==> config.mk <==
export PLATFORM = sky130hd
export DESIGN_NAME = spi_seq_flags
export DESIGN_NICKNAME = d
export VERILOG_FILES = /design/src/rtl/spi_seq_pkg.sv /design/src/rtl/spi_seq_divider.sv /design/src/rtl/spi_seq_engine.sv /design/src/rtl/spi_seq_flags.sv
export SDC_FILE = /design/constraint.sdc
export NUM_CORES = 1
export LEC_CHECK = 0
export BUFFER_PORTS_ARGS = -buffer_cell sky130_fd_sc_hd__buf_2
export CORE_ASPECT_RATIO = 1.5
export CORE_MARGIN = 3
export CORE_UTILIZATION = 55
export CTS_CLUSTER_DIAMETER = 40
export DETAILED_ROUTE_END_ITERATION = 6
export PLACE_DENSITY = 0.76
export SLEW_MARGIN = 20
export SYNTH_ARGS = -nofsm -noshare
export SYNTH_HDL_FRONTEND = slang
export SYNTH_SLANG_ARGS = --single-unit
export TNS_END_PERCENT = 20
==> constraint.sdc <==
create_clock -name clk -period 5.05 [get_ports clk]
set_clock_uncertainty 0.05 [all_clocks]
set_input_delay 0 -clock clk [delete_from_list [all_inputs] [get_ports clk]]
set_output_delay 0 -clock clk [all_outputs]
set_load 0.1 [all_outputs]
==> src/rtl/spi_seq_pkg.sv <==
package spi_seq_pkg;

    localparam int BYTE_W = 8;
    localparam int RATE_W = 2;

    localparam logic [1:0] A_CTRL = 2'd0;
    localparam logic [1:0] A_STAT = 2'd1;
    localparam logic [1:0] A_DATA = 2'd2;

    typedef struct packed {
        logic              irq_en;
        logic              enable;
        logic              spare;
        logic              master;
        logic              cpol;
        logic              cpha;
        logic [RATE_W-1:0] rate;
    } ctrl_t;

    typedef struct packed {
        logic done;
        logic wcol;
        logic modf;
    } flags_t;

    function automatic logic [BYTE_W-1:0] stat_byte(flags_t f);
        return {f.done, f.wcol, 1'b0, f.modf, 4'b0000};
    endfunction

endpackage

==> src/rtl/spi_seq_divider.sv <==
module spi_seq_divider #(
    parameter int SEL_W = 2
) (
    input  logic             clk,
    input  logic             rst,
    input  logic             run,
    input  logic [SEL_W-1:0] sel,
    output logic             tick
);
    localparam int CNT_W = (1 << SEL_W) + 1;

    logic [CNT_W-1:0] cnt;
    logic [CNT_W-1:0] lim;

    always_comb lim = (CNT_W'(2) << sel) - CNT_W'(1);

    always_ff @(posedge clk) begin
        if (rst || !run)     cnt <= '0;
        else if (cnt == lim) cnt <= '0;
        else                 cnt <= cnt + CNT_W'(1);
    end

    assign tick = run && (cnt == lim);
endmodule

==> src/rtl/spi_seq_engine.sv <==
module spi_seq_engine #(
    parameter int DW = 8
) (
    input  logic                           clk,
    input  logic                           rst,
    input  logic                           load,
    input  logic [DW-1:0]                  load_val,
    input  logic                           clear,
    input  logic                           step,
    input  logic                           cpha,
    input  logic                           sdi,
    output logic                           sdo,
    output logic [$clog2(2*DW)-1:0]        edge_idx,
    output logic                           done,
    output logic [DW-1:0]                  rx_now
);
    localparam int EW   = $clog2(2*DW);
    localparam int LAST = 2*DW - 1;

    logic [DW-1:0] tx_q;
    logic [DW-1:0] rx_q;
    logic          sample_now;
    logic          shift_now;

    always_comb begin
        sample_now = (edge_idx[0] == cpha);
        shift_now  = !sample_now && !(cpha && edge_idx == '0);
        rx_now     = sample_now ? {rx_q[DW-2:0], sdi} : rx_q;
    end

    assign done = step && (edge_idx == EW'(LAST));
    assign sdo  = tx_q[DW-1];

    always_ff @(posedge clk) begin
        if (rst) begin
            tx_q     <= '0;
            rx_q     <= '0;
            edge_idx <= '0;
        end else if (load) begin
            tx_q     <= load_val;
            edge_idx <= '0;
        end else if (clear) begin
            edge_idx <= '0;
        end else if (step) begin
            edge_idx <= done ? '0 : edge_idx + EW'(1);
            rx_q     <= rx_now;
            if (shift_now) tx_q <= {tx_q[DW-2:0], 1'b0};
        end
    end
endmodule

==> src/rtl/spi_seq_flags.sv <==
module spi_seq_flags
    import spi_seq_pkg::*;
#(
    parameter int DW = BYTE_W
) (
    input  logic          clk,
    input  logic          rst,
    input  logic [1:0]    cpu_addr,
    input  logic          cpu_wr,
    input  logic          cpu_rd,
    input  logic [DW-1:0] cpu_wdata,
    output logic [DW-1:0] cpu_rdata,
    output logic          irq,
    input  logic          sclk_in,
    output logic          sclk_out,
    output logic          sclk_drive,
    input  logic          sdi,
    output logic          sdo,
    output logic          sdo_drive,
    input  logic          sel_n
);
    localparam int EW = $clog2(2*DW);

    ctrl_t          ctrl;
    flags_t         flg;
    logic           active, lvl, seq_arm, modf_arm;
    logic [DW-1:0]  rxbuf;
    logic [2:0]     sck_q;
    logic [1:0]     sel_q;
    logic           sel_s;

    logic wr_ctrl, wr_data, rd_stat, rd_data;
    logic fault, tick, m_step, s_step, step, busy, data_ok, start;
    logic eng_done, eng_sdo, eng_clear;
    logic [EW-1:0] edge_idx;
    logic [DW-1:0] rx_now;

    assign sel_s = sel_q[1];

    always_comb begin
        wr_ctrl  = cpu_wr && cpu_addr == A_CTRL;
        wr_data  = cpu_wr && cpu_addr == A_DATA;
        rd_stat  = cpu_rd && cpu_addr == A_STAT;
        rd_data  = cpu_rd && cpu_addr == A_DATA;
        fault    = ctrl.enable && ctrl.master && !sel_s;
        m_step   = active && tick;
        s_step   = ctrl.enable && !ctrl.master && !sel_s && (sck_q[2] ^ sck_q[1]);
        step     = m_step || s_step;
        busy     = active || (edge_idx != '0);
        data_ok  = wr_data && !flg.done && !busy;
        start    = data_ok && ctrl.enable && ctrl.master && !fault;
        eng_clear = fault || (!ctrl.master && sel_s);
    end

    spi_seq_divider #(.SEL_W(RATE_W)) u_div (
        .clk (clk), .rst (rst), .run (active), .sel (ctrl.rate), .tick (tick)
    );

    spi_seq_engine #(.DW(DW)) u_eng (
        .clk (clk), .rst (rst), .load (data_ok), .load_val (cpu_wdata),
        .clear (eng_clear), .step (step), .cpha (ctrl.cpha), .sdi (sdi),
        .sdo (eng_sdo), .edge_idx (edge_idx), .done (eng_done), .rx_now (rx_now)
    );

    always_ff @(posedge clk) begin
        if (rst) begin
            sck_q <= '0;
            sel_q <= 2'b11;
        end else begin
            sck_q <= {sck_q[1:0], sclk_in};
            sel_q <= {sel_q[0], sel_n};
        end
    end

    always_ff @(posedge clk) begin
        if (rst) begin
            ctrl     <= '0;
            flg      <= '0;
            active   <= 1'b0;
            lvl      <= 1'b0;
            seq_arm  <= 1'b0;
            modf_arm <= 1'b0;
            rxbuf    <= '0;
        end else begin
            // arming of the two-step clear sequences
            if (rd_stat && (flg.done || flg.wcol)) seq_arm <= 1'b1;
            else if (rd_data || wr_data)           seq_arm <= 1'b0;
            if (rd_stat && flg.modf)               modf_arm <= 1'b1;
            else if (wr_ctrl)                      modf_arm <= 1'b0;

            if (seq_arm && (rd_data || wr_data)) begin
                flg.done <= 1'b0;
                flg.wcol <= 1'b0;
            end
            if (modf_arm && wr_ctrl) flg.modf <= 1'b0;

            if (wr_ctrl) ctrl <= ctrl_t'(cpu_wdata);
            if (wr_data && !flg.done && busy) flg.wcol <= 1'b1;

            if (eng_done) begin
                flg.done <= 1'b1;
                rxbuf    <= rx_now;
                active   <= 1'b0;
            end
            if (start)  active <= 1'b1;
            if (m_step) lvl    <= ~lvl;

            if (fault) begin
                flg.modf    <= 1'b1;
                ctrl.enable <= 1'b0;
                ctrl.master <= 1'b0;
                active      <= 1'b0;
                lvl         <= 1'b0;
            end
        end
    end

    always_comb begin
        case (cpu_addr)
            A_CTRL:  cpu_rdata = ctrl;
            A_STAT:  cpu_rdata = stat_byte(flg);
            A_DATA:  cpu_rdata = rxbuf;
            default: cpu_rdata = '0;
        endcase
    end

    assign irq        = ctrl.irq_en && (flg.done || flg.modf);
    assign sclk_out   = ctrl.cpol ^ lvl;
    assign sclk_drive = ctrl.enable && ctrl.master;
    assign sdo_drive  = ctrl.enable && (ctrl.master || !sel_s);
    assign sdo        = eng_sdo;
endmodule

==> results of run 1 <==
[cells in the mapped netlist, types with 2 or more instances]
master / n / share of area (%)
a211o_1: 2 / 0.67
mux2_2: 15 / 6.5
dfxtp_1: 53 / 41
and3_1: 2 / 0.48
inv_1: 9 / 1.3
nor2_1: 22 / 3.2
or2_2: 2 / 0.48
mux2i_1: 24 / 9.2
buf_1: 2 / 0.29
xnor2_1: 4 / 1.3
xor2_1: 3 / 1.0
nand2_1: 67 / 9.6
o21ai_0: 9 / 1.7
o21ai_2: 2 / 0.67
nor2b_1: 16 / 3.8
nand3_1: 9 / 1.7
ha_1: 3 / 1.4
buf_2: 2 / 0.38
a21oi_1: 24 / 4.6
clkbuf_1: 8 / 1.2
nand2b_1: 2 / 0.48
and2_1: 3 / 0.72
[layout make-up]
cell class	count	share of cell area [%]
clock buffer	8	2.68
multi-input combinational	230	49.1
timing repair buffer	41	8.89
sequential	53	35.5
inverter	9	1.13
tap	64	2.68
[registers in the layout, summed over array words and instances, names as in the netlist]
register and cells:
u_div.cnt 5, active 1, flg 3, u_eng.rx_q 8
rxbuf 8, u_eng.tx_q 8, u_eng.edge_idx 4, modf_arm 1
sel_q 2, seq_arm 1, ctrl 8, sck_q 3
lvl 1
[stage by stage]
| step | hold slack [ns] | area (um2) | cells |
|---|---|---|---|
| 6_report | 0.0612 | 2990 | 405 |
| 5_1_grt | 0.0668 | 2990 | 405 |
| 4_1_cts | 0.0481 | 2990 | 405 |
| 3_5_place_dp | 0.138 | 2790 | 385 |
| 3_3_place_gp | 0.137 | 2790 | 385 |
| 2_1_floorplan | 0.0538 | 2610 | 304 |
[power by group]
group / total, mW / switching [mW] / internal (mW)
Combinational: 0.0597 / 0.0378 / 0.0219
Sequential: 0.425 / 0.00375 / 0.422
Clock: 0.228 / 0.129 / 0.0988
[critical path, cell delays in order, from the launching register on]
cell       delay [ns]
dfxtp_1          0.46
inv_1            0.07
ha_1             0.20
nor4b_1          0.16
and2_1           0.32
a2111oi_4        0.74
mux2i_1          0.26
[timing repair]
item	in CTS	in global routing
hold buffers	12	0
buffers inserted	0	0
endpoints found under the hold margin	13	0
[cell usage in the layout (no fill, tap or decap), drive strengths merged, types with 8 or more instances in the layout]
cell | Yosys | final
dlygate4sd3 | 0 | 12
nor2 | 22 | 22
a21oi | 24 | 24
dfxtp | 53 | 53
inv | 9 | 9
mux2i | 24 | 24
nand2 | 67 | 67
nor2b | 16 | 16
mux2 | 16 | 16
clkbuf | 8 | 8
nand3 | 9 | 9
o21ai | 11 | 11
buf | 4 | 29
[layer usage]
metal / vias up / track usage, % / share of wire (%)
met5: - / 0 / 0
met4: 0 / 9.96 / 3.3
met3: 20 / 3.61 / 2.8
met2: 41 / 38.9 / 53
met1: 1023 / 24.5 / 41
li1: 1108 / - / -
[cells by family after synthesis]
family	after synthesis	synth area share, %
compound gates	48	12.4
simple gates	132	23.8
mux	40	16.1
flops	53	40.7
fa+ha+maj	3	1.44
xor+xnor	7	2.35
buf+inv	21	3.12
[worst min-delay path by stage]
stage               cells after the start       end        start  slack (ns)
floorplan                               1  sel_q[0]        sel_n        0.05
global placement                        2  sel_q[0]        sel_n        0.14
detailed placement                      2  sel_q[0]        sel_n        0.14
CTS                                     3  modf_arm  cpu_addr[0]        0.05
global route                            3  modf_arm  cpu_addr[0]        0.07
finish                                  3  modf_arm  cpu_addr[0]        0.06
==> impl_metrics.py, run 1 <==
metrics = {
    "run_status": {
        "outcome": "finished clean",
    },
    "route": {
        "drt_iter0_markers": 102,
        "postRouteAntennaNets": 0,
        "detail_route.wl_per_cell_um": 14.4,
        "wirelength_mm": 5.84,
        "drc": 0,
        "via_per_inst": 5.41,
        "vias": 2192,
        "drt_pass1_iterations": 4,
    },
    "worst_setup_path": {
        "end_kind": "register",
        "critPathKind": "register to register",
        "r2r_start": "u_eng.edge_idx[0]",
        "cp.required_ns": 5.23,
        "r2r_cells": 6,
        "endpoint": "u_eng.rx_q[0]",
        "worst_setup_path_start_kind": "register",
        "crit_arrival_ns": 2.52,
        "ff2ff_setup_slack_ns": 2.71,
        "r2r_end": "u_eng.rx_q[0]",
        "worstPathMaxFanout": 11,
        "critPathLaunch": "u_eng.edge_idx[0]",
    },
    "clock_tree": {
        "numCtsBuffers": 5,
        "clock_sinks": 53,
        "htree_levels": 2,
        "cts-root-buf": "clkbuf_8",
        "clockBufferDepth": 2,
        "ctsResizeCount": 0,
        "insertion_delay_ns": 0.30,
        "clk_pin_slew_ns": 0.09,
        "cts_tree": "yes",
    },
    "timing": {
        "maxSlewViolCount": 0,
        "slew_headroom_pct": 43.2,
        "fin_ws_ns": 2.71,
        "rsz0062_at_grt": "false",
        "fin_crit_sh_pct": 46.4,
        "hold_viol": 0,
        "worst_pin_slew_ns": 0.851,
        "setup_tns_ns": 0,
        "fin_crit_ns": 2.34,
        "setup_viol": 0,
        "fmax_mhz": 426,
    },
    "cells_and_area": {
        "area_growth_pct": 14.5,
        "antenna_cells": 0,
        "multiInputGateArea_um2": 1470,
        "nNetsFinal": 360,
        "regArea_um2": 1060,
        "drive_gt1_share_pct": 17.0,
        "fin_util_pct": 65.7,
        "fillers": 399,
    },
    "pwr": {
        "p_leak_nw": 1.21,
        "peakVddDrop_uv": 193,
        "power.total_mw": 0.713,
        "power_density_nw_per_um2": 239,
    },
    "global_routing": {
        "antenna_found_initial": 0,
        "grt_remaining_overflow": 0,
        "track_usage_pct": 21.6,
        "grt_pass1_wl_mm": 9.72,
        "grt_max_degree": 34,
        "grt_pass1_vias": 2085,
    },
    "floorplan": {
        "die_x_um": 62.2,
        "start_util_pct": 57.4,
        "ios": 30,
        "dieArea_um2": 5620,
        "core-area_um2": 4540,
        "die_height_um": 90.3,
        "rows": 30,
    },
    "job": {
        "maxCapViolations": 0,
    },
    "yosys": {
        "ys.flop_type": "dfxtp_1",
        "synth_edf_count": 0,
        "seq_area_frac_synth_pct": 40.7,
        "async_flop_share_pct": 0,
        "synth_seq_cells": 53,
        "synthesis.nets": 324,
        "synth_warnings": 0,
        "ys_types": 43,
        "mappedNetlistArea_um2": 2610,
        "syn_inst": 304,
        "avgSynthCellArea_um2": 8.58,
    },
    "placement": {
        "io_buffers": 29,
        "pre_cts_ws_ns": 2.75,
        "dp_hpwl_mm": 4.22,
        "gp_congestion": 0.867,
    },
    "worst_hold_path": {
        "hold_path.class": "input port to register",
    },
}
Power figures use the tool's default switching activity.
==> run 2: changes to the inputs <==
CORE_UTILIZATION = 52   (was 55)
PLACE_DENSITY = 0.75   (was 0.76)
clock period = 2.1 ns   (was 5.05 ns; I/O delays follow)
==> run 2 against run 1 <==
  * Non-clock buffer count up 19
  * Final cell count up 4.7%
  * Sequential power up 140%
  * Register-to-register slack worse by 2.6 ns
  * Die area up 5.3%
  * Clock power rose to 3.6 times the previous value
  * Maximum frequency up 15%
  * Global-route usage up 0.61 points
  * Worst setup slack worse by 2.6 ns
  * Cell area up 7.6%
  * Total power rose to 2.8 times the previous value
  * Sequential share of layout area down 2.5 points
  * Critical path type unchanged
  * Critical endpoint is now u_eng.tx_q[6]
  * Largest cell class unchanged
==> impl_metrics.py, run 2 (synthesized netlist as in run 1, its figures left out) <==
metrics = {
    "route": {
        "detail_route.wl_per_cell_um": 14.4,
        "postRouteAntennaNets": 0,
        "drc": 0,
        "wirelength_mm": 6.12,
        "drt_iter0_markers": 116,
        "via_per_inst": 5.42,
        "vias": 2300,
        "drt_pass1_iterations": 4,
    },
    "clock_tree": {
        "clock_sinks": 53,
        "cts_tree": "yes",
        "cts-root-buf": "clkbuf_8",
        "numCtsBuffers": 5,
        "htree_levels": 2,
        "clockBufferDepth": 2,
        "post-cts-setup-buffers": 0,
        "insertion_delay_ns": 0.31,
        "clk_pin_slew_ns": 0.09,
    },
    "timing": {
        "worst_pin_slew_ns": 0.521,
        "fin_ws_ns": 0.0652,
        "setup_tns_ns": 0,
        "maxSlewViolCount": 0,
        "setup_viol": 0,
        "timing.hold.ws_ns": 0.0631,
        "fin_crit_sh_pct": 96.9,
        "slew_headroom_pct": 64.9,
        "hold_viol": 0,
        "fmax_mhz": 491,
        "fin_crit_ns": 2.03,
    },
    "worst_setup_path": {
        "ff2ff_setup_slack_ns": 0.07,
        "worst_setup_path_start_kind": "register",
        "crit_arrival_ns": 2.18,
        "r2r_start": "u_eng.edge_idx[0]",
        "worstPathMaxFanout": 7,
        "critPathLaunch": "u_eng.edge_idx[0]",
        "critPathKind": "register to register",
        "end_kind": "register",
        "cp.required_ns": 2.24,
    },
    "cells_and_area": {
        "drive_gt1_share_pct": 21.1,
        "layout_commonest_cell": "nand2_1",
        "fin_util_pct": 68.5,
        "stdcell_count": 424,
        "area_growth_pct": 23.2,
        "antenna_cells": 0,
        "final_cell_mix": "nand2_1, dfxtp_1, buf_2",
        "stdcell_area_um2": 3210,
        "nNetsFinal": 379,
    },
    "global_routing": {
        "grt_pass1_wl_mm": 10.4,
        "track_usage_pct": 22.2,
        "grt_remaining_overflow": 0,
        "grt_max_degree": 29,
        "grt_pass1_vias": 2328,
        "antenna_found_initial": 0,
    },
    "floorplan": {
        "rows": 30,
        "start_util_pct": 55.6,
        "die_x_um": 63.8,
        "ios": 30,
        "dieArea_um2": 5920,
        "core-area_um2": 4690,
        "die_height_um": 92.7,
    },
    "placement": {
        "dp_hpwl_mm": 4.44,
        "placed_cell_area_um2": 2900,
        "dpl.cell_count": 399,
        "gp_congestion": 0.828,
        "io_buffers": 29,
        "pre_cts_ws_ns": 0.0578,
    },
    "worst_hold_path": {
        "hold_path.class": "input port to register",
        "worstHoldStart": "cpu_wr",
    },
    "job": {
        "maxCapViolations": 0,
    },
    "pwr": {
        "power_density_nw_per_um2": 619,
        "peakVddDrop_uv": 603,
        "p_leak_nw": 1.35,
        "power.total_mw": 1.99,
    },
    "run_status": {
        "outcome": "finished clean",
    },
}
[run 2: changes by cell type in the layout (fill, tap and decap cells not counted)]
| cell | before | now |
|---|---|---|
| buf_12 | 0 | 1 |
| buf_4 | 0 | 13 |
| bufinv_16 | 0 | 2 |
| clkbuf_1 | 3 | 0 |
| clkinv_2 | 0 | 1 |
| dlygate4sd3_1 | 12 | 17 |
| nor4b_1 | 1 | 0 |
| nor4b_2 | 0 | 1 |
| o21ai_0 | 9 | 8 |
| o21ai_1 | 0 | 1 |
[run 2: final timing paths]
kind / end / cells past startpoint
min reg2reg: sel_q[1] / 1
max reg2reg: u_eng.tx_q[6] / 7
min: seq_arm / 4
max: u_eng.tx_q[6] / 7
[run 2: report_power, final]
| group | total [mW] | switching, mW | internal, mW |
|---|---|---|---|
| clock | 0.810 | 0.336 | 0.473 |
| combinational | 0.159 | 0.0945 | 0.0642 |
| sequential | 1.02 | 0.00743 | 1.01 |
| total | 1.99 | 0.438 | 1.55 |
[run 2: what timing repair did]
action | CTS | global route
hold buffers | 17 | 0
setup endpoints to repair | 0 | 8
resized for setup | 0 | 1
hold endpoints to repair | 13 | 0
[run 2: cell type report]
| type | instances | area (um2) |
|---|---|---|
| well taps | 64 | 80.1 |
| repair buffers | 60 | 433 |
| fillers | 380 | 1480 |
| flip-flops and latches | 53 | 1060 |
| clock buffers | 5 | 68.8 |
| multi-input cells | 230 | 1470 |
| inverters | 9 | 33.8 |
| clock inverters | 3 | 65.1 |
[run 2: worst max-delay path: stages (launching register included)]
cell and delay (ns):
dfxtp_1 0.33, inv_1 0.06, ha_1 0.15, or3b_2 0.44
a21oi_1 0.18, nor2_1 0.10, o22ai_4 0.25, mux2_1 0.36
[run 2: layer usage]
layer / track usage, % / up-vias / wire length, um
met5: 0 / - / 0
met3: 3.28 / 11 / 268
met4: 9.73 / 0 / 121
met2: 41.2 / 53 / 3340
met1: 24.4 / 1097 / 2390
li1: - / 1139 / -
